--- config.mk ---
export PLATFORM = sky130hd
export DESIGN_NAME = ext_ea_gen
export DESIGN_NICKNAME = d
export VERILOG_FILES = /design/src/rtl/ext_ea_pkg.sv /design/src/rtl/ext_ea_decode.sv /design/src/rtl/ext_ea_align.sv /design/src/rtl/ext_ea_gen.sv
export SDC_FILE = /design/constraint.sdc
export NUM_CORES = 1
export LEC_CHECK = 0
export ABC_AREA = 1
export BUFFER_PORTS_ARGS = -buffer_cell sky130_fd_sc_hd__buf_2
export CAP_MARGIN = 20
export CORE_MARGIN = 4
export CORE_UTILIZATION = 45
export CTS_CLUSTER_SIZE = 14
export DETAILED_ROUTE_END_ITERATION = 12
export PLACE_DENSITY = 0.79
export RECOVER_POWER = 50
export SLEW_MARGIN = 0
export SYNTH_ARGS = -nofsm -noshare
export SYNTH_HDL_FRONTEND = slang
export SYNTH_SLANG_ARGS = --single-unit
--- constraint.sdc ---
create_clock -name clk -period 3.6 [get_ports clk]
set_clock_uncertainty 0.05 [all_clocks]
set_input_delay 0.54 -clock clk [delete_from_list [all_inputs] [get_ports clk]]
set_output_delay 0.54 -clock clk [all_outputs]
set_load 0.01 [all_outputs]
--- src/rtl/ext_ea_pkg.sv ---
package ext_ea_pkg;

    typedef enum logic [2:0] {
        SZ_BYTE  = 3'd0,
        SZ_HALF  = 3'd1,
        SZ_WORD  = 3'd2,
        SZ_DBL   = 3'd3,
        SZ_SHIFT = 3'd4
    } opsz_e;

    typedef enum logic [1:0] {
        ST_IDLE   = 2'd0,
        ST_FETCH  = 2'd1,
        ST_FINISH = 2'd2
    } eag_state_e;

endpackage

--- src/rtl/ext_ea_decode.sv ---
module ext_ea_decode #(
    parameter int DATA_W = 32,
    parameter int REF_W  = 17,
    parameter int XF_W   = 3
) (
    input  logic [DATA_W-1:0] instr,
    input  logic              stat_map,
    input  logic              stat_ext,
    output logic              ext_mode,
    output logic              ind_req,
    output logic              idx_req,
    output logic [REF_W-1:0]  ref_field
);
    localparam int XF_LSB  = REF_W;
    localparam int IND_BIT = DATA_W - 1;
    localparam int GAP_LO  = XF_LSB + XF_W;

    logic [IND_BIT-GAP_LO-1:0] gap_unused;

    // mode pair: first bit must be clear, second set
    assign ext_mode  = !stat_map && stat_ext;
    assign ind_req   = ext_mode && instr[IND_BIT];
    // nonzero index field selects indexing
    assign idx_req   = ext_mode && (|instr[XF_LSB +: XF_W]);
    assign ref_field = instr[REF_W-1:0];
    assign gap_unused = instr[IND_BIT-1:GAP_LO];

endmodule

--- src/rtl/ext_ea_align.sv ---
module ext_ea_align
    import ext_ea_pkg::*;
#(
    parameter int EA_W   = 20,
    parameter int DATA_W = 32
) (
    input  logic [EA_W-1:0]   base,
    input  logic [DATA_W-1:0] index,
    input  logic              use_idx,
    input  logic [2:0]        size,
    output logic [EA_W-1:0]   word,
    output logic [1:0]        boff
);
    localparam int BW = EA_W + 2;   // byte-granular sum width
    localparam int HW = EA_W + 1;   // halfword-granular sum width

    logic [BW-1:0]          xv;
    logic [DATA_W-BW-1:0]   hi_unused;
    logic [BW-1:0]          sum_b;
    logic [HW-1:0]          sum_h;
    logic [EA_W-1:0]        sum_w;
    logic [EA_W-1:0]        sum_d;

    // bits above the widest sum only reach discarded carries
    assign xv        = use_idx ? index[BW-1:0] : '0;
    assign hi_unused = index[DATA_W-1:BW];

    assign sum_b = {base, 2'b00} + xv;
    assign sum_h = {base, 1'b0} + xv[HW-1:0];
    assign sum_w = base + xv[EA_W-1:0];
    assign sum_d = base + {xv[EA_W-2:0], 1'b0};

    always_comb begin
        word = sum_w;
        boff = 2'b00;
        case (size)
            SZ_BYTE: begin
                word = sum_b[BW-1:2];
                boff = sum_b[1:0];
            end
            SZ_HALF: begin
                word = sum_h[HW-1:1];
                boff = {sum_h[0], 1'b0};
            end
            SZ_DBL: begin
                word = {sum_d[EA_W-1:1], 1'b0};
                boff = 2'b00;
            end
            default: begin
                word = sum_w;
                boff = 2'b00;
            end
        endcase
    end

endmodule

--- src/rtl/ext_ea_gen.sv ---
module ext_ea_gen
    import ext_ea_pkg::*;
#(
    parameter int DATA_W = 32,
    parameter int REF_W  = 17,
    parameter int EA_W   = 20,
    parameter int XF_W   = 3
) (
    input  logic              clk,
    input  logic              rst_n,
    input  logic              start,
    input  logic [DATA_W-1:0] instr,
    input  logic              stat_map,
    input  logic              stat_ext,
    input  logic [DATA_W-1:0] index_val,
    input  logic [2:0]        op_size,
    output logic              mem_req,
    output logic [EA_W-1:0]   mem_addr,
    input  logic              mem_valid,
    input  logic [DATA_W-1:0] mem_rdata,
    output logic              busy,
    output logic              done,
    output logic [EA_W-1:0]   ea_word,
    output logic [1:0]        ea_byte,
    output logic              not_ext
);
    localparam int EXT_W = EA_W - REF_W;

    eag_state_e state_q, state_d;

    logic              dec_ext, dec_ind, dec_idx;
    logic [REF_W-1:0]  dec_ref;

    logic              ext_q, idx_q;
    logic [2:0]        size_q;
    logic [DATA_W-1:0] index_q;
    logic [REF_W-1:0]  ref_q;
    logic [EA_W-1:0]   base_q;
    logic [DATA_W-EA_W-1:0] rdata_unused;

    logic [EA_W-1:0]   al_word;
    logic [1:0]        al_boff;

    ext_ea_decode #(
        .DATA_W (DATA_W),
        .REF_W  (REF_W),
        .XF_W   (XF_W)
    ) u_decode (
        .instr     (instr),
        .stat_map  (stat_map),
        .stat_ext  (stat_ext),
        .ext_mode  (dec_ext),
        .ind_req   (dec_ind),
        .idx_req   (dec_idx),
        .ref_field (dec_ref)
    );

    ext_ea_align #(
        .EA_W   (EA_W),
        .DATA_W (DATA_W)
    ) u_align (
        .base    (base_q),
        .index   (index_q),
        .use_idx (idx_q),
        .size    (size_q),
        .word    (al_word),
        .boff    (al_boff)
    );

    assign rdata_unused = mem_rdata[DATA_W-1:EA_W];

    // state register
    always_ff @(posedge clk) begin
        if (!rst_n) state_q <= ST_IDLE;
        else        state_q <= state_d;
    end

    // transitions: launch-fetch, direct, word-back, deliver
    always_comb begin
        state_d = state_q;
        unique case (state_q)
            ST_IDLE: begin
                if (start) state_d = dec_ind ? ST_FETCH : ST_FINISH;
            end
            ST_FETCH: begin
                if (mem_valid) state_d = ST_FINISH;
            end
            ST_FINISH: state_d = ST_IDLE;
            default:   state_d = ST_IDLE;
        endcase
    end

    // operand capture; start is only taken in ST_IDLE
    always_ff @(posedge clk) begin
        if (!rst_n) begin
            ext_q   <= 1'b0;
            idx_q   <= 1'b0;
            size_q  <= 3'd0;
            index_q <= '0;
            ref_q   <= '0;
            base_q  <= '0;
        end else if (state_q == ST_IDLE && start) begin
            ext_q   <= dec_ext;
            idx_q   <= dec_idx;
            size_q  <= op_size;
            index_q <= index_val;
            ref_q   <= dec_ref;
            base_q  <= {{EXT_W{1'b0}}, dec_ref};
        end else if (state_q == ST_FETCH && mem_valid) begin
            base_q  <= mem_rdata[EA_W-1:0];   // fetched base
        end
    end

    // outputs
    assign mem_req  = (state_q == ST_FETCH);
    assign busy     = (state_q == ST_FETCH);
    assign mem_addr = {{EXT_W{1'b0}}, ref_q};

    always_ff @(posedge clk) begin
        if (!rst_n) begin
            done    <= 1'b0;
            ea_word <= '0;
            ea_byte <= 2'b00;
            not_ext <= 1'b0;
        end else begin
            done <= (state_q == ST_FINISH);
            if (state_q == ST_FINISH) begin
                ea_word <= ext_q ? al_word : {{EXT_W{1'b0}}, ref_q};
                ea_byte <= ext_q ? al_boff : 2'b00;
                not_ext <= !ext_q;
            end
        end
    end

    p_req_hold_r9: assert property (@(posedge clk) disable iff (!rst_n)
        mem_req && !mem_valid |=> mem_req);

    p_req_drop_r9: assert property (@(posedge clk) disable iff (!rst_n)
        mem_req && mem_valid |=> !mem_req);

    p_done_pulse_r2: assert property (@(posedge clk) disable iff (!rst_n)
        done |=> !done);

    p_done_after_fetch_r10: assert property (@(posedge clk) disable iff (!rst_n)
        $fell(busy) |=> done);

    p_passthru_zero_r1: assert property (@(posedge clk) disable iff (!rst_n)
        done && not_ext |-> (ea_word[EA_W-1:REF_W] == '0) && (ea_byte == 2'b00));

    p_dbl_even_r7: assert property (@(posedge clk) disable iff (!rst_n)
        done && !not_ext && (size_q == SZ_DBL) |-> !ea_word[0]);

    p_no_done_busy_r11: assert property (@(posedge clk) disable iff (!rst_n)
        busy |-> !done);

endmodule

; ---- Word level (Yosys, flattened, before mapping)
; Index checks and enable logic that the tools add are counted.
[word_totals]
ff_bits = 90
output_inout_bits = 46
word_cells = 47
[op_classes]
add_sub_neg = 4
n_eq_ne = 6
muxes = 11
bitwise = 1
n_reduce_logical = 13
[op_table]
columns = cell, n
row1 = $pmux 20 s3, 1
row2 = $add 20x20->20, 2
row3 = $mux 17, 2
row4 = $add 22x22->22, 1
row5 = $mux 22, 1
row6 = $add 21x21->21, 1
row7 = $mux 20, 1
row8 = $mux 2, 4
row9 = $pmux 2 s2, 2
row10 = $logic_and 1x1->1, 5
row11 = $ne 2x2->1 const B, 2
row12 = $eq 3x1->1 const B, 1
row13 = $eq 3x2->1 const B, 1
row14 = $logic_not 3->1, 1
row15 = $reduce_or 3->1, 1
row16 = $eq 2x1->1 const B, 1
row17 = $eq 2x2->1 const B, 1
row18 = $logic_not 1->1, 2
row19 = $logic_not 2->1, 1
row20 = $reduce_and 2->1, 1
row21 = $reduce_bool 2->1, 1
row22 = $reduce_or 2->1, 1
row23 = $not 1->1, 1

; ---- Longest topological paths before layout
; Gate-level depths: netlist (run 1).
[logic_depth]
word_depth = 6
depth_mapped = 21
depth_no_buf = 20

; ---- Cells and area by module
; Synthesis (run 1) repeated with hierarchy kept, for this count alone.
[unflattened]
hier_cells = 1110
area_unflattened_um2 = 6947.9
[by_module_without_submodules]
columns = module, n_inst, cells_each, area_each_um2, seq_area_each_um2
row1 = ext_ea_gen, 1, 525, 3891.2, 2001.9
row2 = ext_ea_align, 1, 560, 2891.5, 0.0
row3 = ext_ea_decode, 1, 25, 165.2, 0.0

; ---- Worst setup path after synthesis (run 1)
; Ideal clock, no wire load.
[synth_path]
kind = register to register
start = register size_q[1]
end = register ea_word[16]
setup_ns = 0.127
t_arrival_ns = 2.564
required_ns = 3.423
slack_ns = 0.859
path_stages_with_launch = 20
synth_period_minus_slack_ns = 2.741
path_cell_list = dfxtp_1 > inv_1 > nand2_1 > nor2_2 > clkinv_1 > buf_2 > o22ai_1 > a21oi_1 > ha_1 > fa_1 > nand3_1 > nand3_1 > nand2_1 > nand2_1 > nand3b_1 > nand3b_1 > nand3_1 > nand2_1 > nand2_1 > o21ai_0
[synth_between]
elab_chain_cells = 3
elab_cells_between_ends = 5
classes_between = eq/ne: 2 / mux: 2 / reduce/logical: 1
[synth_lines]
columns = item, line_no
row1 = from (decl), ext_ea_gen.sv:35  ; logic [2:0] size_q;
row2 = from (signal assigned), ext_ea_gen.sv:105  ; size_q <= op_size;
row3 = "$eq 3x2->1, or another cell as far along", ext_ea_align.sv:36  ; case (size)
row4 = $pmux 20 s3 (*), ext_ea_align.sv:36
row5 = $mux 20 (*), ext_ea_gen.sv:128  ; ea_word <= ext_q ? al_word : {{EXT_W{1'b0}}, ref_q};
row6 = to (signal assigned), ext_ea_gen.sv:128
row7 = to (decl), ext_ea_gen.sv:23  ; output logic [EA_W-1:0] ea_word,
; Every way passes the cells marked *; elsewhere a longest branch is shown, timed or not.
; A chain may end at the register's enable or synchronous reset.

; ---- Worst setup path after layout (run 1)
[layout_path]
start = register size_q[1]
end = register ea_word[6]
; The elaborated chain is that of the path after synthesis.

==> results of run 1 <==
[final cells by class]
| type | instances | area [um^2] | area share (%) |
|---|---|---|---|
| flip-flops and latches | 90 | 1800 | 25.8 |
| repair buffers | 121 | 571 | 8.17 |
| multi-input cells | 703 | 3710 | 53.2 |
| clock inverters | 4 | 51.3 | 0.735 |
| well taps | 176 | 220 | 3.16 |
| inverters | 101 | 379 | 5.43 |
| clock buffers | 12 | 246 | 3.53 |
[per-stage QoR]
| stage | cell area [um^2] | instances | power, mW | worst slack (ps) |
|---|---|---|---|---|
| 2_1_floorplan | 6090 | 929 | 1.61 | 859 |
| 3_3_place_gp | 6760 | 1191 | 1.86 | 541 |
| 3_5_place_dp | 6760 | 1191 | 1.86 | 505 |
| 4_1_cts | 7050 | 1207 | 2.79 | 459 |
| 5_1_grt | 6980 | 1207 | 2.92 | 79.9 |
| 6_report | 6980 | 1207 | 2.79 | 393 |
[sequential cells by signal (all words and copies together), names as in the netlist]
name and cells:
ref_q 17, ea_byte 2, done 1, idx_q 1
state_q 2, base_q 20, index_q 22, size_q 3
not_ext 1, ea_word 20, ext_q 1
[synth_stat cells, drive strengths merged]
cell type / count
clkbuf: 12
xor2: 3
a211oi: 1
a22oi: 9
nand2: 266
and2: 3
fa: 2
nand3b: 9
a221oi: 2
nand4: 5
clkinv: 1
nand3: 61
a21oi: 100
a32o: 2
and3: 1
dfxtp: 90
inv: 100
o21bai: 3
buf: 23
nor2: 61
or2: 1
conb: 1
nor3: 5
o41ai: 1
a21o: 1
o21ai: 71
a22o: 22
ha: 37
nor3b: 1
o22ai: 27
xnor2: 3
o211ai: 1
nor4: 2
[final timing paths]
path / cells after the start / end / start / slack [ps]
max: 17 / ea_word[6]$_SDFFE_PN0P_ / size_q[1]$_SDFFE_PN0P_ / 390
min: 3 / size_q[2]$_SDFFE_PN0P_ / op_size[2] / 360
max reg2reg: 17 / ea_word[6]$_SDFFE_PN0P_ / size_q[1]$_SDFFE_PN0P_ / 390
min reg2reg: 2 / ea_word[18]$_SDFFE_PN0P_ / ea_word[18]$_SDFFE_PN0P_ / 430
[per-layer routing]
layer	vias to the layer above	wire [um]	track usage (%)
met5	-	0	0
met4	0	568	8.06
met3	40	1700	4.63
met2	279	8910	40.1
met1	3063	8410	32.6
li1	3321	-	-
[report_power, final]
| part | switching, mW | internal, mW | total (mW) |
|---|---|---|---|
| Sequential | 0.0635 | 1.06 | 1.12 |
| Combinational | 0.476 | 0.252 | 0.728 |
| Clock | 0.379 | 0.557 | 0.936 |
[tightest hold or removal path, delay by kind of cell]
family / cells / cell delay [ps]
compound gates: 1 / 60
buf+inv: 1 / 70
simple gates: 1 / 40
[cell families after synthesis]
family	share of synthesized area (%)
compound gates	22.7
xor+xnor	0.863
fa+ha+maj	8.26
buf+inv	9.21
flops	29.6
other cells	0.0616
simple gates	29.3
==> reports/results.tsv, run 1 <==
metric	value	unit
start_kind	flop	
hp-class	in2reg	
port_buffers	114	
cts_setup_buffers	0	
clk_latency	340	ps
die-area	15500	um^2
htree_num_levels	3	
cap_violations	0	
wl_per_cell	16.2	um
ys_types	42	
ys_seq_area_share	29.6	%
status	complete, no violations	
tightest_slew	1310	ps
clk_path_buf_depth	2	
core	13200	um^2
maxSlewViolCount	0	
grt_pass1_vias	6211	
power_density	399	nW/um^2
cts_tree	done	
synth_top_cell_area_share	29.6	%
period_share	89.1	%
postCtsHoldBufs	0	
cts_root_buffer	clkbuf_16	
critPathRequiredTime	3710	ps
first_iter_violations	604	
gp_congestion	1.01	
drt_wl_total	19600	um
grt_pass1_wl	31300	um
start_util	46.0	%
ys_seq_elements	90	
final-hold-violation-count	0	
vias_per_cell	5.55	
die_w	124	um
cts_buffers	9	
crit_path_max_fanout	17	
drive_gt1_share	10.6	%
cts.clk_slew.worst_paths	60	ps
dp_hpwl	15500	um
vias	6703	
avgSynthCellArea	6.57	um^2
crit_path_end_kind	flop	
critPathBufInv	3	
final_net_count	1170	
cts.sinks	90	
fill_cells	1372	
worst-setup-path-type	reg2reg	
antenna_found_initial	0	
ys_warn_count	0	
grt_use_total	24.5	%
ant_nets	0	
synth_largest_area_cell	dfxtp_1	
tns	0	ps
crit_path_cell_trace	inv_1 -> nand2_1 -> nor2_2 -> clkinv_1 -> buf_4 -> o22ai_1 -> a21oi_1 -> ha_1 -> fa_1 -> nand3_1 -> nand3_1 -> nand2_1 -> nand2_1 -> o21ai_0 -> nand2_1 -> nand2_1 -> a21oi_1	
critPathMaxStageDelay	450	ps
total_leakage_power	3.34	nW
peakVddDrop	331	uV
rsz0062_at_grt	false	
worst_path_most_repeated_cell	nand2_1	
cp.arrival	3320	ps
drc	0	
synth_cells	927	
cp_slowest_cell	fa_1	
area_delta_synth_final	14.7	%
slew_headroom	12.4	%
final-setup-viol-count	0	
num_rows	42	
fmax	312	MHz
final_cell_mix	nand2_1, a21oi_1, inv_1	
netlist_top_cells_area	dfxtp_1, nand2_1, a21oi_1, ha_1, inv_1	
timing.hold.ws	358	ps
post-route-util	52.7	%
layout_commonest_cell	nand2_1	
synth_area	6090	um^2
finalCriticalPeriod	3210	ps
antenna_cells	0	
path_delay_family	simple AND/OR/NAND/NOR gates	
grt_max_degree	38	
firstDrtPassIters	6	
fp.dieH	124	um
overflow	0	
ios	151	
cts-resized-gates	0	
Note: power is estimated with default switching activity, not from simulation.
==> run 2, diff against run 1 <==
- PLACE_DENSITY: 0.79 -> 0.82
- clock period: 3.6 -> 2.83 ns (I/O delays scaled with it)
==> run 2 against run 1 <==
Compared with the run above:
- flip-flop and latch count unchanged
- sequential power increased by 28%
- combinational power increased by 37%
- clock power increased by 18%
- global-route usage increased by 0.76 points
- count of clock-buffer cells in the layout decreased by 2
- via count increased by 3.0%
- die area unchanged
- total power increased by 26%
- sequential share of layout area decreased by 0.82 points
- final cell count increased by 1.3%
- critical path type unchanged
- core utilization increased by 1.8 points
==> reports/results.tsv, run 2 (synthesis results as in run 1) <==
metric	value	unit	change
total_leakage_power	3.45	nW	was 3.34 nW
clk_latency	340	ps	about the same
first_iter_violations	749		was 604
htree_num_levels	3		unchanged
grt_pass1_wl	31900	um	was 31300 um
grt_use_met3	4.55	%	was 4.63%
start_kind	flop		unchanged
placed_area	6890	um^2	was 6760 um^2
finalCriticalPeriod	2690	ps	was 3210 ps
wl_per_cell	16.6	um	was 16.2 um
antenna_cells	0		unchanged
cap_violations	0		unchanged
die_w	124	um	unchanged
peakVddDrop	453	uV	was 331 uV
fp.dieH	124	um	unchanged
grt.busiest_layer	met2		unchanged
final-setup-viol-count	0		unchanged
hold_start	op_size[0]		was op_size[2]
reg2reg_from	size_q[2]$_SDFFE_PN0P_		was size_q[1]$_SDFFE_PN0P_
crit_path_end_kind	flop		unchanged
hp-class	in2reg		unchanged
area_delta_synth_final	18.5	%	was 14.7%
reg_top3	index_q (22), base_q (20), ea_word (20)		unchanged
vias	6907		was 6703
power_density	488	nW/um^2	was 399 nW/um^2
top_register	index_q		unchanged
final_cell_mix	nand2_1, inv_1, a21oi_1		was nand2_1, a21oi_1, inv_1
fmax	372	MHz	was 312 MHz
dp_hpwl	15900	um	was 15500 um
layout_commonest_cell	nand2_1		unchanged
rsz0062_at_grt	true		was false
cts_buffers	9		unchanged
final-hold-violation-count	0		unchanged
crit_path_max_fanout	13		was 17
cts.sinks	90		unchanged
gp_congestion	1.01		about the same
num_rows	42		unchanged
start_util	46.0	%	unchanged
antenna_found_initial	0		unchanged
firstDrtPassIters	5		was 6
clk_path_buf_depth	2		unchanged
crit_start	size_q[2]$_SDFFE_PN0P_		was size_q[1]$_SDFFE_PN0P_
status	complete, no violations		unchanged
overflow	0		unchanged
largest_reg_flops	22		unchanged
core	13200	um^2	unchanged
ant_nets	0		unchanged
design_area	7210	um^2	was 6980 um^2
cts_tree	done		unchanged
die-area	15500	um^2	unchanged
total_power	3.52	mW	was 2.79 mW
grt_max_degree	31		was 38
drc	0		unchanged
slew_headroom	32.0	%	was 12.4%
drt_wl_total	20300	um	was 19600 um
critPathRequiredTime	3000	ps	was 3710 ps
met2_usage	40.3	%	was 40.1%
grt_use_total	25.3	%	was 24.5%
cp.arrival	2850	ps	was 3320 ps
vias_per_cell	5.65		was 5.55
port_buffers	114		unchanged
final_net_count	1186		was 1170
cts.clk_slew.worst_paths	60	ps	about the same
maxSlewViolCount	0		unchanged
ios	151		unchanged
drive_gt1_share	14.7	%	was 10.6%
grt_pass1_vias	6397		was 6211
tightest_slew	1020	ps	was 1310 ps
worst-setup-path-type	reg2reg		unchanged
cts_root_buffer	clkbuf_16		unchanged
period_share	95.0	%	was 89.1%
use_met1	33.4	%	was 32.6%
[run 2: metal layers]
layer / wire length (um) / up-vias / share of wire [%]
met5: 0 / - / 0
met1: 8850 / 3180 / 44
met2: 8990 / 327 / 44
met3: 1550 / 52 / 7.7
met4: 903 / 0 / 4.4
li1: - / 3348 / -
[run 2: final timing paths]
check                        endpoint  slack [ps]  depth (start not counted)
max reg2reg  ea_word[18]$_SDFFE_PN0P_         140                         18
min            size_q[0]$_SDFFE_PN0P_         230                          3
min reg2reg   ea_word[5]$_SDFFE_PN0P_         420                          2
max          ea_word[18]$_SDFFE_PN0P_         140                         18
[run 2: critical path, cell delays in order (launching register included)]
cell and delay (ps):
dfxtp_2 340, inv_1 90, nand2_2 100, nor2_4 130, inv_2 50, buf_4 180
o22ai_1 140, a21oi_1 60, ha_1 320, nand2_1 160, inv_1 50, a21oi_1 170
nand3_2 160, nand2_1 120, nand2_1 50, nand2_1 50, nand3_1 110, nand3_1 130
a21oi_1 60
[run 2: layout make-up]
| type | instances | area [um^2] |
|---|---|---|
| tap | 176 | 220 |
| clock buffer | 10 | 229 |
| clock inverter | 6 | 41.3 |
| fill | 1330 | 6030 |
| inverter | 101 | 379 |
| multi-input combinational | 703 | 3830 |
| sequential | 90 | 1800 |
| timing repair buffer | 137 | 712 |
[run 2: where the power goes]
part	internal [mW]	leakage (nW)	total (mW)	switching, mW
Sequential	1.35	0.737	1.43	0.0776
Combinational	0.371	2.58	0.997	0.626
Clock	0.595	0.125	1.10	0.506
Total	2.31	3.45	3.52	1.21
[run 2: per-stage QoR]
step | cells | worst slack [ps] | setup TNS (ps) | utilization (%) | hold WS (ps)
2_1_floorplan | 929 | 88.5 | 0 | - | 392
3_3_place_gp | 1205 | 77.8 | 0 | 52.0 | 404
3_5_place_dp | 1205 | 25.0 | 0 | 52.0 | 406
4_1_cts | 1221 | 9.84 | 0 | 54.0 | 217
5_1_grt | 1223 | -28.4 | -148 | 54.5 | 245
6_report | 1223 | 142 | 0 | 54.5 | 231
[run 2: timing repair]
item / 4_1_cts / 5_1_grt
pin swaps: 0 / 7
endpoints found under the setup margin: 1 / 17
setup buffers: 0 / 2
hold buffers: 0 / 0
gates resized for setup: 1 / 33
==> run 3, diff against run 2 <==
- MAX_ROUTING_LAYER: not set -> met4
==> run 3 against run 2 <==
Compared with the run above:
- core utilization rose by 0.75 points
- critical path type unchanged
- hold slack worse by 6.7 ps
- sequential power about the same
- flip-flop and latch count is the same
- clock power rose by 23%
- via count shrank 0.87%
- worst setup slack got worse by 35 ps
==> reports/results.tsv, run 3 (synthesis results as in run 1) <==
metric	value	unit	change
wl_per_cell	17.1	um	was 16.6 um
swShare	32.1	%	was 34.3%
clk_latency	350	ps	was 340 ps
pwr-share-seq	37.5	%	was 40.5%
fin_ws	107	ps	was 142 ps
die_w	124	um	unchanged
met2_usage	42.0	%	was 40.3%
vias_per_cell	5.60		was 5.65
final-setup-viol-count	0		unchanged
layout_commonest_cell	nand2_1		unchanged
first_iter_violations	609		was 749
cts.sinks	90		unchanged
post-route-util	55.2	%	was 54.5%
status	complete, no violations		unchanged
combPwrFrac	27.1	%	was 28.3%
power_density	521	nW/um^2	was 488 nW/um^2
cp_slowest_cell	dfxtp_2		unchanged
critPathBufInv	2		was 4
cap_violations	0		unchanged
total_leakage_power	3.47	nW	was 3.45 nW
clk_path_buf_depth	2		unchanged
core	13200	um^2	unchanged
grt_pass1_vias	6416		was 6397
power_frac_clock	35.5	%	was 31.2%
crit_path_max_fanout	15		was 13
use_met1	34.8	%	was 33.4%
peakVddDrop	501	uV	was 453 uV
drc	0		unchanged
fill_cells	1298		was 1330
start_util	46.0	%	unchanged
switchingPower	1.22	mW	was 1.21 mW
grt.busiest_layer	met2		unchanged
cts_buffers	9		unchanged
dp_hpwl	16400	um	was 15900 um
fmax	367	MHz	was 372 MHz
cts.clk_slew.worst_paths	60	ps	about the same
path_delay_family	simple AND/OR/NAND/NOR gates		unchanged
crit_path_end_kind	flop		unchanged
area_delta_synth_final	20.1	%	was 18.5%
fp.dieH	124	um	unchanged
final_cell_mix	nand2_1, inv_1, dfxtp_1		was nand2_1, inv_1, a21oi_1
regArea	1800	um^2	unchanged
critPathMaxStageDelay	340	ps	about the same
cts_root_buffer	clkbuf_16		unchanged
worst_path_most_repeated_cell	nand2_1		unchanged
slew_headroom	29.6	%	was 32.0%
antenna_cells	0		unchanged
firstDrtPassIters	5		unchanged
overflow	0		unchanged
drt_wl_total	20900	um	was 20300 um
gp_congestion	1.00		was 1.01
maxSlewViolCount	0		unchanged
drive_gt1_share	15.5	%	was 14.7%
largest_reg_flops	22		unchanged
hp-class	in2reg		unchanged
port_buffers	114		unchanged
multiInputGateArea	3860	um^2	was 3830 um^2
rsz0062_at_grt	true		unchanged
htree_num_levels	3		unchanged
worst-setup-path-type	reg2reg		unchanged
num_rows	42		unchanged
top_register	index_q		unchanged
die-area	15500	um^2	unchanged
ant_nets	0		unchanged
grt_pass1_wl	32800	um	was 31900 um
pre_cts_ws	22.1	ps	was 25.0 ps
vias	6847		was 6907
grt_use_total	26.9	%	was 25.3%
reg_top3	index_q (22), base_q (20), ea_word (20)		unchanged
start_kind	flop		unchanged
ios	151		unchanged
p_int	2.59	mW	was 2.31 mW
grt_use_met3	4.07	%	was 4.55%
critPathRequiredTime	3060	ps	was 3000 ps
final_net_count	1188		was 1186
grt_max_degree	31		unchanged
tightest_slew	1060	ps	was 1020 ps
final-hold-violation-count	0		unchanged
finalCriticalPeriod	2720	ps	was 2690 ps
cp.arrival	2960	ps	was 2850 ps
cts_tree	done		unchanged
antenna_found_initial	0		unchanged
crit_path_cell_trace	nor2_1 -> buf_4 -> o22ai_1 -> a21oi_1 -> ha_1 -> buf_4 -> nand2_1 -> nand2_1 -> o21bai_1 -> a21oi_1 -> nand2_1 -> nand2_1 -> nand3_1 -> nand2_2 -> nand2_1 -> a21oi_1		was inv_1 -> nand2_2 -> nor2_4 -> inv_2 -> buf_4 -> o22ai_1 -> a21oi_1 -> ha_1 -> nand2_1 -> inv_1 -> a21oi_1 -> nand3_2 -> nand2_1 -> nand2_1 -> nand2_1 -> nand3_1 -> nand3_1 -> a21oi_1
period_share	96.2	%	was 95.0%
run 3: cell types whose count changed in the layout (fill, tap and decap cells not counted), sizes merged:
| cell | previous run | this run |
|---|---|---|
| clkinv | 2 | 1 |
| clkinvlp | 3 | 0 |
| bufinv | 0 | 3 |
| buf | 94 | 95 |
run 3: area by class of cell:
type	count	share of cell area, %
Clock buffer	9	3.08
Timing Repair Buffer	139	9.89
Inverter	101	5.18
Multi-Input combinational cell	703	52.8
Clock inverter	5	1.42
Tap cell	176	3.01
Sequential cell	90	24.7
run 3: repair_timing:
item	CTS	global route
gates resized for setup	3	41
setup buffers	0	2
cloned	0	0
pin swaps	0	8
setup endpoints to repair	4	16
hold endpoints to repair	0	0
hold buffers	0	0
run 3: metal layers:
metal  wire, um  part of all wire (%)
met1       9030                    43
met2       9590                    46
met3       1570                   7.5
met4        750                   3.6
met5          0                     0
run 3: worst reg2reg max path, stage by stage, from the launching register on:
cell	delay, ps
dfxtp_2	340
nor2_1	270
buf_4	270
o22ai_1	100
a21oi_1	130
ha_1	270
buf_4	150
nand2_1	50
nand2_1	90
o21bai_1	170
a21oi_1	160
nand2_1	80
nand2_1	60
nand3_1	140
nand2_2	130
nand2_1	50
a21oi_1	120
run 3: power by group through the flow:
stage	clock, mW	sequential [mW]	combinational [mW]
final	1.35	1.43	1.03
after global routing	1.40	1.43	1.14
after CTS	1.36	1.42	0.969
after detailed placement	0	1.45	0.959
after global placement	0	1.45	0.947
after floorplan	0	1.43	0.619
run 3: stage by stage:
stage	total power [mW]	cells	hold slack, ps	cell area (um^2)	setup TNS (ps)
finish	3.81	1223	224	7310	0
global route	3.97	1223	241	7310	-477
CTS	3.75	1221	214	7240	0
detailed placement	2.41	1207	406	6900	0
global placement	2.39	1207	407	6900	0
floorplan	2.05	929	392	6090	0
run 3: final timing paths:
path,cells past startpoint,startpoint,slack (ps),end
min reg2reg,2,ea_word[5]$_SDFFE_PN0P_,430,ea_word[5]$_SDFFE_PN0P_
min,3,op_size[1],220,size_q[1]$_SDFFE_PN0P_
max,16,size_q[2]$_SDFFE_PN0P_,110,ea_word[13]$_SDFFE_PN0P_
max reg2reg,16,size_q[2]$_SDFFE_PN0P_,110,ea_word[13]$_SDFFE_PN0P_
